==> src/rtl/booth_mul_pkg.sv <==
`timescale 1ns/1ps
package booth_mul_pkg;

  // Decoded action of one radix-4 recoding group.
  typedef struct packed {
    logic zero;  // contribute nothing
    logic dbl;   // use twice the multiplicand
    logic neg;   // subtract instead of add
  } booth_sel_t;

  // Group code {b(i+1), b(i), b(i-1)} -> digit in {-2,-1,0,+1,+2}.
  function automatic booth_sel_t booth_decode(input logic [2:0] code);
    booth_sel_t s;
    s.zero = (code == 3'b000) || (code == 3'b111);
    s.dbl  = (code == 3'b011) || (code == 3'b100);
    s.neg  = code[2] && !s.zero;
    return s;
  endfunction

  // Two guard bits placed above a 32-bit operand.
  function automatic logic [1:0] guard_bits(input logic msb, input logic sgn);
    return {2{msb & sgn}};
  endfunction

endpackage

==> src/rtl/booth_sel_unit.sv <==
`timescale 1ns/1ps
module booth_sel_unit
  import booth_mul_pkg::*;
#(
  parameter int XW = 34
) (
  input  logic [2:0]    code,
  input  logic [XW-1:0] mcand,
  output logic [XW-1:0] magnitude,
  output logic          sub
);
  booth_sel_t sel;

  always_comb begin
    sel = booth_decode(code);
    if (sel.zero)
      magnitude = '0;
    else if (sel.dbl)
      magnitude = {mcand[XW-2:0], 1'b0};
    else
      magnitude = mcand;
    sub = sel.neg;
  end
endmodule

==> src/rtl/booth_addsub.sv <==
`timescale 1ns/1ps
module booth_addsub #(
  parameter int XW = 34
) (
  input  logic [XW-1:0] a,
  input  logic [XW-1:0] b,
  input  logic          sub,
  output logic [XW-1:0] y
);
  logic [XW-1:0] b_eff;

  always_comb begin
    b_eff = sub ? ~b : b;
    y     = a + b_eff + {{(XW-1){1'b0}}, sub};
  end
endmodule

==> src/rtl/booth_seq_ctrl.sv <==
`timescale 1ns/1ps
module booth_seq_ctrl #(
  parameter int STEPS_S = 16,
  parameter int STEPS_U = 17
) (
  input  logic clk,
  input  logic rst_n,
  input  logic start,
  input  logic is_signed,
  output logic accept,
  output logic busy,
  output logic done,
  output logic last_step,
  output logic extra_step
);
  localparam int CW = $clog2(STEPS_U);
  localparam logic [CW-1:0] LAST_S = CW'(STEPS_S - 1);
  localparam logic [CW-1:0] LAST_U = CW'(STEPS_U - 1);

  logic [CW-1:0] cnt_q;
  logic          unsigned_q;

  always_comb begin
    accept     = start && !busy;
    last_step  = busy && (cnt_q == (unsigned_q ? LAST_U : LAST_S));
    extra_step = busy && unsigned_q && (cnt_q == LAST_U);
  end

  always_ff @(posedge clk) begin
    if (!rst_n) begin
      busy       <= 1'b0;
      done       <= 1'b0;
      cnt_q      <= '0;
      unsigned_q <= 1'b0;
    end else begin
      done <= 1'b0;
      if (accept) begin
        busy       <= 1'b1;
        cnt_q      <= '0;
        unsigned_q <= !is_signed;
      end else if (busy) begin
        if (last_step) begin
          busy <= 1'b0;
          done <= 1'b1;
        end else begin
          cnt_q <= cnt_q + 1'b1;
        end
      end
    end
  end

  // the step counter never passes the longest sequence
  a_r3_count_bounded: assert property (@(posedge clk) disable iff (!rst_n)
    busy |-> (cnt_q < CW'(STEPS_U)));

  // a start seen while busy neither restarts nor stalls the count
  a_r4_count_advances: assert property (@(posedge clk) disable iff (!rst_n)
    (busy && !last_step) |=> (busy && cnt_q == $past(cnt_q) + 1'b1));
endmodule

==> src/rtl/booth_hilo_mul.sv <==
`timescale 1ns/1ps
module booth_hilo_mul
  import booth_mul_pkg::*;
#(
  parameter int W = 32
) (
  input  logic         clk,
  input  logic         rst_n,
  input  logic         start,
  input  logic         is_signed,
  input  logic [W-1:0] op_a,
  input  logic [W-1:0] op_b,
  input  logic         wr_hi,
  input  logic         wr_lo,
  input  logic [W-1:0] wr_data,
  output logic         busy,
  output logic         done,
  output logic [W-1:0] hi_out,
  output logic [W-1:0] lo_out
);
  localparam int XW      = W + 2;
  localparam int STEPS_S = W / 2;
  localparam int STEPS_U = W / 2 + 1;

  logic [XW-1:0] hi_q;
  logic [W-1:0]  lo_q;
  logic          prev_q;
  logic [XW-1:0] mcand_q;

  logic          accept;
  logic          last_step;
  logic          extra_step;
  logic          shift_en;
  logic [2:0]    step_code;
  logic [XW-1:0] addend;
  logic          do_sub;
  logic [XW-1:0] alu_y;

  booth_seq_ctrl #(.STEPS_S(STEPS_S), .STEPS_U(STEPS_U)) u_ctrl (
    .clk        (clk),
    .rst_n      (rst_n),
    .start      (start),
    .is_signed  (is_signed),
    .accept     (accept),
    .busy       (busy),
    .done       (done),
    .last_step  (last_step),
    .extra_step (extra_step)
  );

  // The extra unsigned step sees the zero bits above the multiplier.
  always_comb begin
    step_code = extra_step ? {2'b00, prev_q} : {lo_q[1:0], prev_q};
    shift_en  = busy && !extra_step;
  end

  booth_sel_unit #(.XW(XW)) u_sel (
    .code      (step_code),
    .mcand     (mcand_q),
    .magnitude (addend),
    .sub       (do_sub)
  );

  booth_addsub #(.XW(XW)) u_alu (
    .a   (hi_q),
    .b   (addend),
    .sub (do_sub),
    .y   (alu_y)
  );

  always_ff @(posedge clk) begin
    if (!rst_n) begin
      hi_q    <= '0;
      lo_q    <= '0;
      prev_q  <= 1'b0;
      mcand_q <= '0;
    end else if (accept) begin
      hi_q    <= '0;
      lo_q    <= op_b;
      prev_q  <= 1'b0;
      mcand_q <= {guard_bits(op_a[W-1], is_signed), op_a};
    end else if (shift_en) begin
      hi_q    <= {{2{alu_y[XW-1]}}, alu_y[XW-1:2]};
      lo_q    <= {alu_y[1:0], lo_q[W-1:2]};
      prev_q  <= lo_q[1];
    end else if (busy) begin
      hi_q    <= alu_y;
    end else begin
      if (wr_hi) hi_q <= {2'b00, wr_data};
      if (wr_lo) lo_q <= wr_data;
    end
  end

  assign hi_out = hi_q[W-1:0];
  assign lo_out = lo_q;

  // code 011 adds twice the multiplicand
  a_r8_code_plus_2m: assert property (@(posedge clk) disable iff (!rst_n)
    (busy && step_code == 3'b011) |-> (alu_y == hi_q + {mcand_q[XW-2:0], 1'b0}));

  // code 100 subtracts twice the multiplicand
  a_r8_code_minus_2m: assert property (@(posedge clk) disable iff (!rst_n)
    (busy && step_code == 3'b100) |-> (alu_y == hi_q - {mcand_q[XW-2:0], 1'b0}));

  // codes 101 and 110 subtract the multiplicand once
  a_r8_code_minus_m: assert property (@(posedge clk) disable iff (!rst_n)
    (busy && (step_code == 3'b101 || step_code == 3'b110)) |-> (alu_y == hi_q - mcand_q));

  // uniform codes leave the partial sum unchanged
  a_r8_code_zero: assert property (@(posedge clk) disable iff (!rst_n)
    (busy && (step_code == 3'b000 || step_code == 3'b111)) |-> (alu_y == hi_q));

  // done is a single-cycle pulse right after busy falls
  a_r3_done_pulse: assert property (@(posedge clk) disable iff (!rst_n)
    done |-> ($past(busy) && !busy));

  a_r3_done_single: assert property (@(posedge clk) disable iff (!rst_n)
    done |=> !done);

  // an idle move-to-LO write lands on the next edge
  a_r5_lo_write: assert property (@(posedge clk) disable iff (!rst_n)
    (!busy && !start && wr_lo) |=> (lo_out == $past(wr_data)));

  // an accepted start wins over a same-cycle write
  a_r6_start_beats_write: assert property (@(posedge clk) disable iff (!rst_n)
    (start && !busy) |=> (lo_out == $past(op_b) && hi_out == '0));

  // idle registers hold
  a_r9_idle_hold: assert property (@(posedge clk) disable iff (!rst_n)
    (!busy && !start && !wr_hi && !wr_lo) |=> ($stable(hi_out) && $stable(lo_out)));
endmodule

==> config.mk <==
export PLATFORM = sky130hd
export DESIGN_NAME = booth_hilo_mul
export DESIGN_NICKNAME = d
export VERILOG_FILES = /design/src/rtl/booth_mul_pkg.sv /design/src/rtl/booth_sel_unit.sv /design/src/rtl/booth_addsub.sv /design/src/rtl/booth_seq_ctrl.sv /design/src/rtl/booth_hilo_mul.sv
export SDC_FILE = /design/constraint.sdc
export NUM_CORES = 1
export LEC_CHECK = 0
export ABC_AREA = 0
export BUFFER_PORTS_ARGS = -buffer_cell sky130_fd_sc_hd__buf_2
export CORE_MARGIN = 4
export CORE_UTILIZATION = 59
export DETAILED_ROUTE_END_ITERATION = 10
export GPL_TIMING_DRIVEN = 0
export PLACE_DENSITY = 0.9
export REMOVE_ABC_BUFFERS = 1
export SLEW_MARGIN = 40
export SYNTH_ARGS = -nofsm -noshare
export SYNTH_HDL_FRONTEND = slang
export SYNTH_SLANG_ARGS = --single-unit
==> constraint.sdc <==
create_clock -name clk -period 9.05 [get_ports clk]
set_input_delay 1.81 -clock clk [delete_from_list [all_inputs] [get_ports clk]]
set_output_delay 1.81 -clock clk [all_outputs]
set_load 0.01 [all_outputs]
==> impl_metrics.toml <==
[synthesis]
synth_ff_type = "dfxtp_1"
ys_ff_latch = 108
async_reset_ff_frac = 0
synth_common_cells = "nand2_1, a21oi_1, dfxtp_1"
synthMostInstantiatedCell = "nand2_1"
syn_inst = 1136
syn_avg_cell_area_um2 = 7.237
yosys_warnings = 0
synthDistinctLibCells = 73
synth_area_um2 = 8222
synth_edf_count = 0
yosys.area.top_type = "dfxtp_1"
yosys.area.top_type_share = 0.2630
synth.area.top_cells = "dfxtp_1, nand2_1, a21oi_1"
ys_seq_area_frac = 0.2630

[sta]
setup_violations = 0
tightest_slew_ns = 0.8892
skew_ns = 0.008736
hold_violations = 0
period_needed_ns = 5.956
maxSlewViolCount = 0
rsz0062_at_grt = "false"
slew_headroom = 0.4058
tns_ns = 0
finalWorstSetupSlack_ns = 3.094
fmax_ghz = 0.1679
post-route-period-util = 0.6581

[placed_design]
gp_congestion = 0.9413
place_ws_ns = 3.338
port_buffers = 167
dpl.hpwl_um = 17750

[route]
drt_iter0_drc = 724
wl_um = 24080
via_per_inst = 5.941
ant_nets = 0
drt_pass1_iterations = 7
vias = 8311
wire_per_inst_um = 17.21
remaining_drc_errors = 0

[critical_path]
end_kind = "flip-flop"
required_ns = 9.35
critPathMaxFanout = 32
arrival_ns = 6.26
path_class = "flip-flop to flip-flop"
crit_path_start_kind = "flip-flop"

[clocking]
clk_latency_ns = 0.36
clk_pin_slew_ns = 0.08
cts_hold_buf = 0
cts_resized = 0
cts_max_level = 3
ctsLongestPathBuffers = 2
cts_root_buffer = "clkbuf_16"
postCtsSetupBuffers = 0
cts_tree = "built"
numCtsBuffers = 9
cts_sinks = 108

[floorplanning]
coreArea_um2 = 13450
initial_core_util = 0.6111
rows = 42
dieArea_um2 = 15890
io_pins = 168
die_x_um = 126.0
die_height_um = 126.0

[min_path]
hp-class = "flip-flop to flip-flop"

[finish]
fin_nets = 1355
n_antenna_cell = 0
syn_to_final_growth_pct = 13.29
drive_above_1_share = 0.1864

[global_routing]
grt_antenna_before_repair = 0
grt_pass1_wl_um = 37780
overflow = 0
grt_max_degree = 71
grt_pass1_vias = 7796
track_usage = 0.2894

[power]
leakage_uw = 0.004081
ir_drop_mv = 0.09685
p_per_area_nw_per_um2 = 154.7

[flow_run]
maxCapViolations = 0

[run_status]
status = "completed"
## registers in the layout, indices dropped and copies added, names as in the netlist
| signal | flops |
|---|---|
| u_ctrl.busy | 1 |
| u_ctrl.unsigned_q | 1 |
| mcand_q | 33 |
| u_ctrl.done | 1 |
| hi_q | 34 |
| u_ctrl.cnt_q | 5 |
| prev_q | 1 |
| lo_out | 32 |
## cell usage in the layout (no fill, tap or decap), drive strengths merged, types with 5 or more instances in the layout
master / synthesis / final
nand4: 6 / 6
a211oi: 15 / 15
a311oi: 5 / 5
nor2b: 12 / 12
o221ai: 6 / 6
nand3: 13 / 13
a21boi: 37 / 37
nor3: 15 / 15
clkbuf: 55 / 12
xnor2: 57 / 57
nand2: 225 / 225
and3: 7 / 7
and2: 37 / 37
a31oi: 15 / 15
buf: 53 / 179
mux2i: 38 / 38
nand2b: 10 / 10
mux2: 7 / 7
a21o: 13 / 13
nor2: 92 / 92
ha: 34 / 34
o21ai: 76 / 76
inv: 11 / 11
xor2: 9 / 9
dfxtp: 108 / 108
o21bai: 5 / 5
o31ai: 5 / 5
a21oi: 114 / 114
## worst max-delay path, stage by stage, from the launching register on
cell and delay, ns:
dfxtp_1 0.35, and4bb_2 0.33, and2_2 0.50, nand2_2 0.45
nand2_4 0.58, mux2i_1 0.25, nor2_1 0.07, xnor2_1 0.23
inv_1 0.10, fa_1 0.45, nor2b_1 0.14, o21a_1 0.16
o21ai_0 0.16, a211oi_1 0.48, nor4_1 0.10, o41ai_1 0.61
a41oi_1 0.25, o21ai_0 0.30, xnor2_1 0.19, a2bb2oi_1 0.16
## cell families (layout without fill, tap and decap cells)
group / after synthesis / after routing / share of synthesized area
AOI/OAI and AO/OA: 327 / 327 / 0.2497
muxes: 45 / 45 / 0.05585
DFF: 108 / 108 / 0.2630
adders and majority gates: 36 / 36 / 0.05555
xor gates and xnor gates: 66 / 66 / 0.07031
buffers and inverters: 119 / 206 / 0.07138
and+or+nand+nor: 435 / 435 / 0.2342
## routing by layer
layer | GRT usage | share of wire
met1 | 0.3598 | 0.40
met2 | 0.4798 | 0.47
met3 | 0.07155 | 0.092
met4 | 0.1199 | 0.039
met5 | 0 | 0
## cell type report
| class | count | area, um^2 |
|---|---|---|
| Sequential cell | 108 | 2166 |
| Tap cell | 176 | 220.2 |
| Timing Repair Buffer | 179 | 1007 |
| Inverter | 11 | 41.29 |
| Clock buffer | 12 | 256.5 |
| Fill cell | 1158 | 4139 |
| Multi-Input combinational cell | 909 | 5550 |
| Clock inverter | 4 | 72.57 |
## metrics by stage
stage | cell area, um^2 | utilization | total power, uW | instances | hold WS, ns
6_report | 9314 | 0.6923 | 1440 | 1399 | 0.4695
2_1_floorplan | 7676 | - | 843.6 | 1028 | 0.4463
3_5_place_dp | 8985 | 0.6679 | 997.6 | 1383 | 0.4630
5_1_grt | 9314 | 0.6923 | 1505 | 1399 | 0.4903
4_1_cts | 9314 | 0.6923 | 1436 | 1399 | 0.4736
3_3_place_gp | 8732 | 0.6491 | 977.8 | 1371 | 0.4513
## where the power goes
part / internal (uW) / leakage, uW / switching, uW
sequential: 510 / 0.000888 / 34.6
clock: 258 / 0.000159 / 187
combinational: 184 / 0.00303 / 267
## path summary, 6_finish.rpt
check        depth (start not counted)  slack [ns]                    startpoint                    end
min                                  2        0.47         hi_q[30]$_SDFFE_PP0P_  hi_q[30]$_SDFFE_PP0P_
max reg2reg                         19        3.09  u_ctrl.cnt_q[3]$_SDFFE_PP0P_  hi_q[28]$_SDFFE_PP0P_
max                                 19        3.09  u_ctrl.cnt_q[3]$_SDFFE_PP0P_  hi_q[28]$_SDFFE_PP0P_
min reg2reg                          2        0.47         hi_q[30]$_SDFFE_PP0P_  hi_q[30]$_SDFFE_PP0P_
Note: power is estimated with default switching activity, not from simulation.
